File: src/rtl/e1map_pkg.sv
package e1map_pkg;

  // Legal configurations: full frame from slot 0, or a partial run that
  // avoids slot 0 and does not pass the last slot.
  function automatic logic cfg_legal(input int unsigned slots,
                                     input int unsigned cnt,
                                     input int unsigned st);
    logic full_ok;
    logic part_ok;
    full_ok = (cnt == slots) && (st == 0);
    part_ok = (cnt >= 1) && (cnt < slots) && (st >= 1) && ((st + cnt) <= slots);
    return full_ok || part_ok;
  endfunction

endpackage

File: src/rtl/e1map_pos.sv
module e1map_pos #(
  parameter int SLOTS     = 32,
  parameter int SLOT_BITS = 8,
  localparam int SLOT_W   = $clog2(SLOTS),
  localparam int BIT_W    = $clog2(SLOT_BITS)
) (
  input  logic              clk,
  input  logic              rst_n,
  output logic [BIT_W-1:0]  bit_cnt,
  output logic [SLOT_W-1:0] slot_cnt,
  output logic [SLOT_W-1:0] next_slot,
  output logic              bit_last
);

  localparam logic [BIT_W-1:0]  BIT_TOP  = BIT_W'(SLOT_BITS - 1);
  localparam logic [SLOT_W-1:0] SLOT_TOP = SLOT_W'(SLOTS - 1);

  logic [BIT_W-1:0]  bit_d;
  logic [SLOT_W-1:0] slot_d;

  always_comb begin
    bit_last  = (bit_cnt == BIT_TOP);
    next_slot = (slot_cnt == SLOT_TOP) ? '0 : slot_cnt + 1'b1;
    bit_d     = bit_last ? '0 : bit_cnt + 1'b1;
    slot_d    = bit_last ? next_slot : slot_cnt;
  end

  always_ff @(posedge clk or negedge rst_n) begin
    if (!rst_n) begin
      bit_cnt  <= '0;
      slot_cnt <= '0;
    end else begin
      bit_cnt  <= bit_d;
      slot_cnt <= slot_d;
    end
  end

  AST_SLOT_ADVANCES: assert property (@(posedge clk) disable iff (!rst_n)
    (bit_cnt != BIT_TOP) |=> (slot_cnt == $past(slot_cnt)));

endmodule

File: src/rtl/e1map_cfg.sv
module e1map_cfg #(
  parameter int          SLOTS     = 32,
  parameter int          DEF_COUNT = 24,
  parameter int          DEF_START = 1,
  parameter logic [7:0]  IDLE_RST  = 8'hFF,
  localparam int         SLOT_W    = $clog2(SLOTS),
  localparam int         CNT_W     = $clog2(SLOTS) + 1
) (
  input  logic              clk,
  input  logic              rst_n,
  input  logic              wr,
  input  logic [CNT_W-1:0]  wr_count,
  input  logic [SLOT_W-1:0] wr_start,
  input  logic [7:0]        wr_idle,
  output logic [CNT_W-1:0]  count_q,
  output logic [SLOT_W-1:0] start_q,
  output logic [7:0]        idle_q,
  output logic              structured
);

  import e1map_pkg::*;

  logic              wr_ok;
  logic              upd_en;
  logic [CNT_W-1:0]  count_d;
  logic [SLOT_W-1:0] start_d;
  logic [7:0]        idle_d;

  always_comb begin
    wr_ok      = cfg_legal(SLOTS, int'(wr_count), int'(wr_start));
    upd_en     = wr && wr_ok;
    count_d    = upd_en ? wr_count : count_q;
    start_d    = upd_en ? wr_start : start_q;
    idle_d     = upd_en ? wr_idle  : idle_q;
    structured = (count_q < CNT_W'(SLOTS));
  end

  always_ff @(posedge clk or negedge rst_n) begin
    if (!rst_n) begin
      count_q <= CNT_W'(DEF_COUNT);
      start_q <= SLOT_W'(DEF_START);
      idle_q  <= IDLE_RST;
    end else begin
      count_q <= count_d;
      start_q <= start_d;
      idle_q  <= idle_d;
    end
  end

  AST_CFG_ALWAYS_LEGAL: assert property (@(posedge clk) disable iff (!rst_n)
    cfg_legal(SLOTS, int'(count_q), int'(start_q)));

  AST_CFG_REFUSED_KEEPS: assert property (@(posedge clk) disable iff (!rst_n)
    (wr && !wr_ok) |=> (count_q == $past(count_q) && start_q == $past(start_q)
                        && idle_q == $past(idle_q)));

endmodule

File: src/rtl/e1map_ser.sv
module e1map_ser #(
  parameter int         SLOT_BITS = 8,
  parameter logic [7:0] IDLE_RST  = 8'hFF,
  localparam int        BIT_W     = $clog2(SLOT_BITS)
) (
  input  logic                 clk,
  input  logic                 rst_n,
  input  logic                 load_en,
  input  logic [SLOT_BITS-1:0] load_byte,
  input  logic [BIT_W-1:0]     bit_cnt,
  output logic [SLOT_BITS-1:0] cur_byte,
  output logic                 line_bit
);

  localparam logic [BIT_W-1:0] BIT_TOP = BIT_W'(SLOT_BITS - 1);

  logic [SLOT_BITS-1:0] byte_d;
  logic [BIT_W-1:0]     tap;

  always_comb begin
    byte_d   = load_en ? load_byte : cur_byte;
    tap      = BIT_TOP - bit_cnt;
    line_bit = cur_byte[tap];
  end

  always_ff @(posedge clk or negedge rst_n) begin
    if (!rst_n) cur_byte <= SLOT_BITS'(IDLE_RST);
    else        cur_byte <= byte_d;
  end

  AST_BYTE_HELD_IN_SLOT: assert property (@(posedge clk) disable iff (!rst_n)
    !load_en |=> $stable(cur_byte));

endmodule

File: src/rtl/e1_slot_mapper.sv
module e1_slot_mapper #(
  parameter int         SLOTS     = 32,
  parameter int         SLOT_BITS = 8,
  parameter int         DEF_COUNT = 24,
  parameter int         DEF_START = 1,
  parameter logic [7:0] IDLE_RST  = 8'hFF,
  localparam int        SLOT_W    = $clog2(SLOTS),
  localparam int        BIT_W     = $clog2(SLOT_BITS),
  localparam int        CNT_W     = $clog2(SLOTS) + 1
) (
  input  logic              clk,
  input  logic              rst_n,
  input  logic              cfg_wr,
  input  logic [CNT_W-1:0]  cfg_count,
  input  logic [SLOT_W-1:0] cfg_start,
  input  logic [7:0]        cfg_idle,
  input  logic              pay_valid,
  input  logic [7:0]        pay_data,
  output logic              pay_ready,
  output logic              ser_out,
  output logic              slot0_win,
  output logic              underrun
);

  logic [BIT_W-1:0]  bit_cnt;
  logic [SLOT_W-1:0] slot_cnt;
  logic [SLOT_W-1:0] next_slot;
  logic              bit_last;
  logic [CNT_W-1:0]  count_q;
  logic [SLOT_W-1:0] start_q;
  logic [7:0]        idle_q;
  logic              structured;
  logic [7:0]        cur_byte;
  logic [7:0]        fill_byte;
  logic [CNT_W:0]    ns_ext;
  logic [CNT_W:0]    lo_ext;
  logic [CNT_W:0]    hi_ext;
  logic              next_mapped;
  logic              take;
  logic              under_d;

  e1map_pos #(.SLOTS(SLOTS), .SLOT_BITS(SLOT_BITS)) pos_i (
    .clk(clk), .rst_n(rst_n), .bit_cnt(bit_cnt), .slot_cnt(slot_cnt),
    .next_slot(next_slot), .bit_last(bit_last)
  );

  e1map_cfg #(.SLOTS(SLOTS), .DEF_COUNT(DEF_COUNT), .DEF_START(DEF_START),
              .IDLE_RST(IDLE_RST)) cfg_i (
    .clk(clk), .rst_n(rst_n), .wr(cfg_wr), .wr_count(cfg_count),
    .wr_start(cfg_start), .wr_idle(cfg_idle), .count_q(count_q),
    .start_q(start_q), .idle_q(idle_q), .structured(structured)
  );

  // Slot selection for the slot that starts at the next boundary.
  always_comb begin
    ns_ext      = (CNT_W+1)'(next_slot);
    lo_ext      = (CNT_W+1)'(start_q);
    hi_ext      = lo_ext + (CNT_W+1)'(count_q);
    next_mapped = (ns_ext >= lo_ext) && (ns_ext < hi_ext);
    pay_ready   = bit_last && next_mapped;
    take        = pay_ready && pay_valid;
    fill_byte   = take ? pay_data : idle_q;
    under_d     = pay_ready && !pay_valid;
    slot0_win   = structured && (slot_cnt == '0);
  end

  e1map_ser #(.SLOT_BITS(SLOT_BITS), .IDLE_RST(IDLE_RST)) ser_i (
    .clk(clk), .rst_n(rst_n), .load_en(bit_last), .load_byte(fill_byte),
    .bit_cnt(bit_cnt), .cur_byte(cur_byte), .line_bit(ser_out)
  );

  always_ff @(posedge clk or negedge rst_n) begin
    if (!rst_n) underrun <= 1'b0;
    else        underrun <= under_d;
  end

  AST_READY_ONLY_AT_EDGE: assert property (@(posedge clk) disable iff (!rst_n)
    pay_ready |-> (bit_cnt == BIT_W'(SLOT_BITS - 1)));

  AST_SLOT0_NO_PAYLOAD: assert property (@(posedge clk) disable iff (!rst_n)
    (structured && next_slot == '0) |-> !pay_ready);

  AST_TRANSPARENT_ALL_MAPPED: assert property (@(posedge clk) disable iff (!rst_n)
    (!structured && bit_last) |-> pay_ready);

  AST_UNDERRUN_ONE_CYCLE: assert property (@(posedge clk) disable iff (!rst_n)
    underrun |=> !underrun);

  AST_UNDERRUN_SENDS_IDLE: assert property (@(posedge clk) disable iff (!rst_n)
    underrun |-> (cur_byte == $past(idle_q)));

  AST_WIN_IN_SLOT0: assert property (@(posedge clk) disable iff (!rst_n)
    slot0_win |-> (slot_cnt == '0 && count_q < CNT_W'(SLOTS)));

endmodule

File: config.mk
export PLATFORM = sky130hd
export DESIGN_NAME = e1_slot_mapper
export DESIGN_NICKNAME = d
export VERILOG_FILES = /design/src/rtl/e1map_pkg.sv /design/src/rtl/e1map_pos.sv /design/src/rtl/e1map_cfg.sv /design/src/rtl/e1map_ser.sv /design/src/rtl/e1_slot_mapper.sv
export SDC_FILE = /design/constraint.sdc
export NUM_CORES = 1
export LEC_CHECK = 0
export BUFFER_PORTS_ARGS = -buffer_cell sky130_fd_sc_hd__buf_2
export CORE_MARGIN = 10
export CORE_UTILIZATION = 59
export CTS_BUF_LIST = sky130_fd_sc_hd__clkbuf_8
export DETAILED_ROUTE_END_ITERATION = 8
export GPL_TIMING_DRIVEN = 0
export HOLD_SLACK_MARGIN = 0.03
export PLACE_DENSITY_LB_ADDON = 0.15
export SLEW_MARGIN = 20
export SYNTH_ARGS = -nofsm -noshare
export SYNTH_HDL_FRONTEND = slang
export SYNTH_HIERARCHICAL = 1
export SYNTH_SLANG_ARGS = --single-unit
File: constraint.sdc
create_clock -name clk -period 4.14 [get_ports clk]
set_input_delay 0.828 -clock clk [delete_from_list [all_inputs] [get_ports clk]]
set_output_delay 0.828 -clock clk [all_outputs]
set_load 0.03 [all_outputs]
# --- Yosys cells after proc, flatten, opt, wreduce, memory -nomap -nowiden ---
# Index checks and enable logic that the tools add are counted.
op_classes:
  add_sub_neg: 5
  mul: 0
  div_mod_pow: 0
  n_lt_le_gt_ge: 8
  n_eq_ne: 3
  shift: 0
  mux: 5
  bitwise_logic: 0
  n_reduce_logical: 14
ops:
  columns: ["op", "count"]
  rows:
  - ["$le 32x6->1 const B", 1]
  - ["$add 5x6->7", 2]
  - ["$lt 6x6->1 const B", 2]
  - ["$logic_and 1x1->1", 10]
  - ["$logic_not 5->1", 2]
  - ["$mux 8", 1]
  - ["$lt 5x7->1", 1]
  - ["$eq 6x6->1 const B", 1]
  - ["$ge 6x1->1 const B", 1]
  - ["$add 5x1->5 const B", 1]
  - ["$eq 5x5->1 const B", 1]
  - ["$ge 5x1->1 const B", 1]
  - ["$ge 5x5->1", 1]
  - ["$mux 5", 1]
  - ["$lt 3x4->1 const B", 1]
  - ["$add 3x1->3 const B", 1]
  - ["$bmux 1 s3", 1]
  - ["$eq 3x3->1 const B", 1]
  - ["$mux 3", 1]
  - ["$sub 3x3->3 const A", 1]
  - ["$logic_not 1->1", 1]
  - ["$logic_or 1x1->1", 1]
  - ["$mux 1", 1]
word_totals:
  reg_bits: 36
  latch_bits: 0
  ramBits: 0
  mem_bits_ro: 0
  inputBits: 31
  output_inout_bits: 4
  wordCells: 42
  memories: 0

# --- Depth between registers and ports, before layout ---
# Gate-level depths: netlist (run 1).
logic_depth:
  depth_word: 7
  depth_mapped: 14
  mapped_depth_nobuf: 13

# --- Hierarchy ---
# The synthesis (run 1) kept the hierarchy.
by_module_without_submodules:
  columns: ["module", "n_inst", "cells_per_inst", "area_per_inst_um2", "seq_area_each_um2"]
  rows:
  - ["e1map_cfg", 1, 73, 1038.5, 489.2]
  - ["e1_slot_mapper", 1, 66, 598.1, 25.0]
  - ["e1map_pos", 1, 32, 384.1, 200.2]
  - ["e1map_ser", 1, 20, 367.9, 210.2]

# --- Worst setup path after synthesis (run 1) ---
# OpenSTA, ideal clock, no wires.
synth_timing:
  path_type: "register to output"
  start: "register cfg_i.count_q[0]"
  end: "output port pay_ready"
  t_arrival_ps: 2454
  required_time_ps: 3312
  path_slack_ps: 858
  stages_incl_launch_ff: 11
  path_buffers: 0
  cell_sequence: "dfrtp_1 > ha_1 > fa_1 > a21o_1 > a21oi_1 > xor2_1 > ha_1 > a21oi_1 > o21ai_0 > o211a_1 > nor2_1"
synth_between:
  elab_chain_cells: 4
synth_rtl:
  columns: ["item", "line", "text"]
  rows:
  - ["from (decl)", "e1map_cfg.sv:15", "output logic [CNT_W-1:0] count_q,"]
  - ["from (signal assigned)", "e1map_cfg.sv:40", "count_q <= CNT_W'(DEF_COUNT);"]
  - ["from (signal assigned)", "e1map_cfg.sv:44", "count_q <= count_d;"]
  - ["$add 5x6->7", "e1_slot_mapper.sv:58", "hi_ext = lo_ext + (CNT_W+1)'(count_q);"]
  - ["$lt 5x7->1", "e1_slot_mapper.sv:59", "next_mapped = (ns_ext >= lo_ext) && (ns_ext < hi_ext);"]
  - ["$logic_and 1x1->1", "e1_slot_mapper.sv:59", null]
  - ["$logic_and 1x1->1", "e1_slot_mapper.sv:60", "pay_ready = bit_last && next_mapped;"]
  - ["to (decl)", "e1_slot_mapper.sv:19", "output logic pay_ready,"]
# Every way passes these cells.

# --- Final worst setup path (run 1) ---
layout_timing:
  start: "register pos_i.slot_cnt[0]"
  end: "output port pay_ready"
layout_between:
  elab_chain_cells: 5
  elab_cells_between_ends: 7
  classes_between: "1 x add/sub; 2 x order compare; 1 x eq/ne; 1 x mux; 2 x reduce/logical"
layout_rtl:
  columns: ["item", "line", "text"]
  rows:
  - ["from (decl)", "e1map_pos.sv:10", "output logic [SLOT_W-1:0] slot_cnt,"]
  - ["from (signal assigned)", "e1map_pos.sv:34", "slot_cnt <= slot_d;"]
  - ["$add 5x1->5 or $eq 5x5->1 (tied branches)", "e1map_pos.sv:23", "next_slot = (slot_cnt == SLOT_TOP) ? '0 : slot_cnt + 1'b1;"]
  - ["$mux 5 (*)", "e1map_pos.sv:23", null]
  - ["named net next_slot[0]", "e1_slot_mapper.sv:27", "logic [SLOT_W-1:0] next_slot;"]
  - ["$lt 5x7->1 or $ge 5x5->1 (tied branches)", "e1_slot_mapper.sv:59", null]
  - ["$logic_and 1x1->1 (*)", "e1_slot_mapper.sv:59", null]
  - ["$logic_and 1x1->1 (*)", "e1_slot_mapper.sv:60", null]
# Mark *: on every way through the listed nets, which the timed path passes. The rest lies on a longest branch.

==> results.toml, run 1 <==
[worst_hold_path]
hp-class = "flop to flop"
worstHoldStart = "pos_i/bit_cnt[1]$_DFF_PN0_"
whs_endpoint = "pos_i/bit_cnt[1]$_DFF_PN0_"
hold_depth = 1

[sta]
fin_crit_ns = 3.73
max_slew.worst_pin.slew_ns = 0.751
holdWs_ns = 0.527
grt_setup_unrepaired = "false"
hold_viol_final = 0
slew_viol_final = 0
fmax_ghz = 0.268
post-route-period-util_pct = 90.0
finClkSkew_ns = 0.00449
setup-tns-final_ns = 0
setup_viol = 0
max-slew-margin-rel_pct = 49.9

[route]
ant_nets = 0
post-route-drc-count = 0
wl_per_cell_um = 17.0
route.met2.wl_um = 2450
met3_length_um = 212
drt_iter0_markers = 42
wl_met1_um = 2090
routed.top_layer = "met4"
dr.pass1.iters = 4
viasPerCell = 5.75
routed_wl_um = 4810
vias = 1627

[grt]
grt_pass1_wl_um = 8620
grt_pass1_vias = 1865
grt_overflow = 0
grt_max_degree = 37
grtUsageTotal_pct = 14.8
antenna_found_initial = 0

[setup_path]
crit_slowest_cell = "dfrtp_1"
critPathBufInv = 2
rrSetupSlack_ns = 0.71
r2r.worst_path.cells = 13
cpMostUsedCell = "ha_1"
crit-reg2reg-launch = "pos_i/slot_cnt[0]$_DFFE_PN0N_"
critPathRequiredTime_ns = 3.31
r2r-end = "ser_i/cur_byte[5]$_DFFE_PN1P_"
cpPeakStageDelay_ns = 0.47
worst_ep_arrival_time_ns = 2.90
critPathLaunchType = "flop"
end_kind = "primary output"
critPathKind = "flop to primary output"
crit_fanout = 6
cp.depth = 12
critPathTopFamily = "adder cells"
worstPathCellList = "ha_1 -> and3_1 -> ha_1 -> nor2_1 -> inv_1 -> ha_1 -> nand2b_1 -> nand3_1 -> a21oi_1 -> a211oi_1 -> nor2_1 -> buf_2"

[synthesis]
synthFlopType = "dfstp_2"
synth_mux_area_share_pct = 22.9
ys_warn_count = 6
syn_inst = 191
synth_fp_nets = 247
synth_compound_area_share_pct = 9.53
synth_edf_count = 0
synthesis.area_mm2 = 0.00239
yosysSeqAreaShare_pct = 38.7
synthXorXnorAreaFrac_pct = 2.57
ys_seq_elements = 36
synth_fa_ha_area_share_pct = 13.7
async_flop_share_pct = 100
syn_area_per_cell_um2 = 12.5
synth_top_family_by_area = "multiplexers"
yosys.area_share.simple_pct = 8.91
synth_cell_types = 43

[die]
initial_core_util_pct = 60.1
die_width_um = 83.6
dieHeight_um = 83.6
core_mm2 = 0.00397
io_pins = 35
dieArea_mm2 = 0.00699
row_count = 23

[layout]
layout.nets = 288
area_delta_synth_final_pct = 13.4
drive_gt1_share_pct = 47.2
fin_cells = 283
n_antenna_cell = 0
n_fill_cell = 293
post-route-util_pct = 68.2

[clock_tree]
cts_tree = "built"
cts_buffers = 5
cts_setup_buffers = 0
clkSinkCount = 36
cts_max_level = 2
postCtsHoldBufs = 0
root_buffer = "clkbuf_8"
cts.clk_slew.worst_paths_ns = 0.07
post_cts_resize_count = 0
clk_latency_ns = 0.29
clock_path_buffers = 2

[placement]
dp_cells = 275
gp_congestion = 0.820
hpwl_um = 3930
port_buffers = 34

[flow_run]
drv_cap = 0

[status]
status = "completed"

[pwr]
peakVddDrop_uv = 275
power.total_mw = 1.21
p_per_area_mw_per_mm2 = 446
p_leak_nw = 1.30
## layout by cell type, fill, tap and decap left out, types with 3 or more instances in the layout
cell and count:
buf_2 34, ha_1 23, mux2_2 19, dfstp_2 19, mux2_4 18, dfrtp_1 17, inv_1 11, nor2_1 11
a21oi_1 8, o21ai_0 6, nand2b_1 5, clkbuf_8 5, a21o_1 4, xnor2_1 4, xor2_1 3, nand2_1 3
nor3_1 3
## logic make-up after synthesis
| kind of cell | Yosys count |
|---|---|
| mux | 40 |
| flops | 36 |
| simple gates | 35 |
| compound gates | 33 |
| fa+ha+maj | 25 |
| buf+inv | 15 |
| xor+xnor | 7 |
## report_power, final
group / total, mW / switching (mW) / internal (mW)
sequential: 0.524 / 0.0576 / 0.467
clock: 0.251 / 0.133 / 0.117
combinational: 0.433 / 0.188 / 0.245
## registers in the layout, summed over array words and instances, names as in the netlist
signal          count
pos_i/bit_cnt       3
cfg_i/count_q       6
cfg_i/start_q       5
ser_i/cur_byte      8
pos_i/slot_cnt      5
underrun            1
cfg_i/idle_q        8
## cells in the mapped netlist (3+ instances only)
cell | n | area, µm²
ha_1 | 23 | 288
nor3_1 | 3 | 15.0
inv_1 | 11 | 41.3
o21ai_0 | 6 | 30.0
a21o_1 | 4 | 30.0
mux2_4 | 18 | 270
dfrtp_1 | 17 | 425
nand2_1 | 3 | 11.3
xor2_1 | 3 | 26.3
mux2_2 | 19 | 214
dfstp_2 | 19 | 499
nor2_1 | 11 | 41.3
nand2b_1 | 5 | 31.3
xnor2_1 | 4 | 35.0
a21oi_1 | 8 | 40.0
## how the worst max path moves through the flow
stage / slack [ns] / endpoint / start
5_1_grt: 0.18 / pay_ready / pos_i/slot_cnt[0]$_DFFE_PN0N_
2_1_floorplan: 0.86 / pay_ready / cfg_i/count_q[0]$_DFFE_PN0P_
4_1_cts: 0.39 / pay_ready / pos_i/slot_cnt[0]$_DFFE_PN0N_
6_report: 0.41 / pay_ready / pos_i/slot_cnt[0]$_DFFE_PN0N_
3_3_place_gp: 0.75 / ser_i/cur_byte[2]$_DFFE_PN1P_ / pos_i/slot_cnt[0]$_DFFE_PN0N_
3_5_place_dp: 0.71 / ser_i/cur_byte[1]$_DFFE_PN1P_ / pos_i/slot_cnt[0]$_DFFE_PN0N_
## worst reg2reg max path: stages, from the launching register on
cell and delay, ns:
dfrtp_1 0.47, ha_1 0.27, and3_1 0.19, ha_1 0.24, a21oi_1 0.22, ha_1 0.28
a21o_1 0.16, a31oi_1 0.14, o21ai_0 0.11, o211a_1 0.15, or3b_1 0.40, buf_6 0.16
mux2_4 0.31, mux2_2 0.26
## per-layer routing
layer / up-vias / global-route usage, %
li1: 786 / -
met1: 799 / 16.7
met2: 34 / 25.2
met3: 8 / 4.88
met4: 0 / 5.48
met5: - / 0
## area by class of cell
class / instances / area, µm² / share of cell area (%)
Multi-Input combinational cell: 140 / 1380 / 50.8
Sequential cell: 36 / 925 / 34.1
Timing Repair Buffer: 34 / 170 / 6.28
Clock buffer: 5 / 68.8 / 2.54
Tap cell: 50 / 62.6 / 2.31
Buffer: 4 / 46.3 / 1.71
Inverter: 11 / 41.3 / 1.52
Clock inverter: 3 / 18.8 / 0.693
## stage by stage
step / area (µm²) / worst slack (ns)
6_report: 2710 / 0.412
2_1_floorplan: 2390 / 0.858
3_3_place_gp: 2620 / 0.753
3_5_place_dp: 2620 / 0.706
4_1_cts: 2710 / 0.391
5_1_grt: 2710 / 0.182
Note: power is estimated with default switching activity, not from simulation.
==> run 2, diff against run 1 <==
Settings changed: CORE_UTILIZATION 59 to 40.
==> results.toml, run 2 (synthesized netlist as in run 1, its figures left out) <==
[status]
status = "completed"

[setup_path]
critPathLaunchType = "flop"
worst_ep_arrival_time_ns = 2.86
end_kind = "primary output"
critPathRequiredTime_ns = 3.31
crit_slowest_cell = "dfrtp_1"
worstPathCellList = "ha_1 -> and3_1 -> ha_1 -> nor2_1 -> inv_1 -> ha_1 -> nand2b_1 -> nand3_1 -> a21oi_1 -> a211oi_1 -> nor2_1 -> buf_2"
cp.depth = 12
cpMostUsedCell = "ha_1"
critPathTopFamily = "adder cells"
r2r.worst_path.cells = 13
critPathBufInv = 2
critPathKind = "flop to primary output"
cpPeakStageDelay_ns = 0.46
crit_fanout = 6

[layout]
top_regs = "cfg_i/idle_q (8), ser_i/cur_byte (8), cfg_i/count_q (6)"
layout.nets = 288
final_common_cell = "buf_2"
post-route-cell-area_mm2 = 0.00275
drive_gt1_share_pct = 47.2
ff_latch_area_um2 = 925
n_fill_cell = 555
area_delta_synth_final_pct = 15.1
multi_input_area_mm2 = 0.00138
fin_cells = 308
layout_common_cells = "buf_2, ha_1, mux2_2, dfstp_2, mux2_4"
n_antenna_cell = 0

[clock_tree]
clock_path_buffers = 2
post_cts_resize_count = 0
clk_latency_ns = 0.29
cts_tree = "built"
cts.clk_slew.worst_paths_ns = 0.07
root_buffer = "clkbuf_8"
postCtsHoldBufs = 0
clkSinkCount = 36
cts_max_level = 2
cts_setup_buffers = 0
cts_buffers = 5

[die]
dieArea_mm2 = 0.00946
die_width_um = 97.3
core_mm2 = 0.00585
initial_core_util_pct = 40.8
dieHeight_um = 97.3
row_count = 28
io_pins = 35

[grt]
grtUsageTotal_pct = 10.1
grt_max_degree = 37
antenna_found_initial = 0
grt_pass1_vias = 1652
grt_pass1_wl_um = 8050
grt_overflow = 0

[sta]
finClkSkew_ns = 0.00249
slew_viol_final = 0
hold_viol_final = 0
fmax_ghz = 0.271
setup_viol = 0
holdWs_ns = 0.507
max-slew-margin-rel_pct = 47.0
setup-tns-final_ns = 0
fin_crit_ns = 3.69
max_slew.worst_pin.slew_ns = 0.796
post-route-period-util_pct = 89.2
grt_setup_unrepaired = "false"
layout_setup_ws_ns = 0.447

[pwr]
peakVddDrop_uv = 159
p_leak_nw = 1.31
p_per_area_mw_per_mm2 = 442

[route]
ant_nets = 0
routed_wl_um = 4570
dr.pass1.iters = 4
drt_iter0_markers = 38
vias = 1516
viasPerCell = 4.92
wl_per_cell_um = 14.8
post-route-drc-count = 0

[flow_run]
drv_cap = 0

[placement]
dp_cells = 300
gp_congestion = 0.718
port_buffers = 34
dpl_cell_area_mm2 = 0.00265
dp_slack_ns = 0.687
hpwl_um = 3670

[worst_hold_path]
hp-class = "flop to flop"
hold_depth = 1
run 2: cell types whose count changed in the layout (fill, tap and decap cells not counted), sizes merged:
cell,previous run,this run
clkinv,3,1
clkbuf,6,7
inv,11,12
run 2: path summary, 6_finish.rpt:
| path | slack, ns | startpoint | endpoint |
|---|---|---|---|
| max in group asynchronous | 3.02 | rst_n | cfg_i/count_q[5]$_DFFE_PN0P_ |
| worst min-delay path | 0.51 | pos_i/bit_cnt[1]$_DFF_PN0_ | pos_i/bit_cnt[1]$_DFF_PN0_ |
| worst min register to register | 0.51 | pos_i/bit_cnt[1]$_DFF_PN0_ | pos_i/bit_cnt[1]$_DFF_PN0_ |
| worst max register to register | 0.71 | pos_i/slot_cnt[0]$_DFFE_PN0N_ | ser_i/cur_byte[2]$_DFFE_PN1P_ |
| min in group asynchronous | 0.63 | rst_n | pos_i/slot_cnt[2]$_DFFE_PN0N_ |
| worst max-delay path | 0.45 | pos_i/slot_cnt[0]$_DFFE_PN0N_ | pay_ready |
run 2: metrics by stage:
step                      total power [mW]  utilization (%)
after floorplan                      0.857                -
after global placement               0.954             45.3
after detailed placement             0.963             45.3
after CTS                             1.24             47.0
after global routing                  1.33             47.0
final                                 1.22             47.0
run 2: layer usage:
metal,wire length [µm],share of wire (%),GRT usage (%),vias to the layer above
met5,0,0,0,-
met4,0,0,3.02,0
met3,148,3.2,3.13,0
met2,2100,46,15.3,24
met1,2320,51,13.3,705
li1,-,-,-,787
run 2: final cells by class:
class / instances / share of cell area [%]
multi-input combinational: 140 / 50.1
sequential: 36 / 33.6
timing repair buffer: 34 / 6.19
tap: 75 / 3.41
clock buffer: 6 / 3.00
buffer: 4 / 1.68
inverter: 11 / 1.50
clock inverter: 2 / 0.501
run 2: where the power goes:
group	internal, mW	leakage, nW	total (mW)	switching, mW
combinational	0.244	0.850	0.425	0.181
sequential	0.466	0.405	0.523	0.0565
clock	0.136	0.0516	0.267	0.131
total	0.846	1.31	1.22	0.369
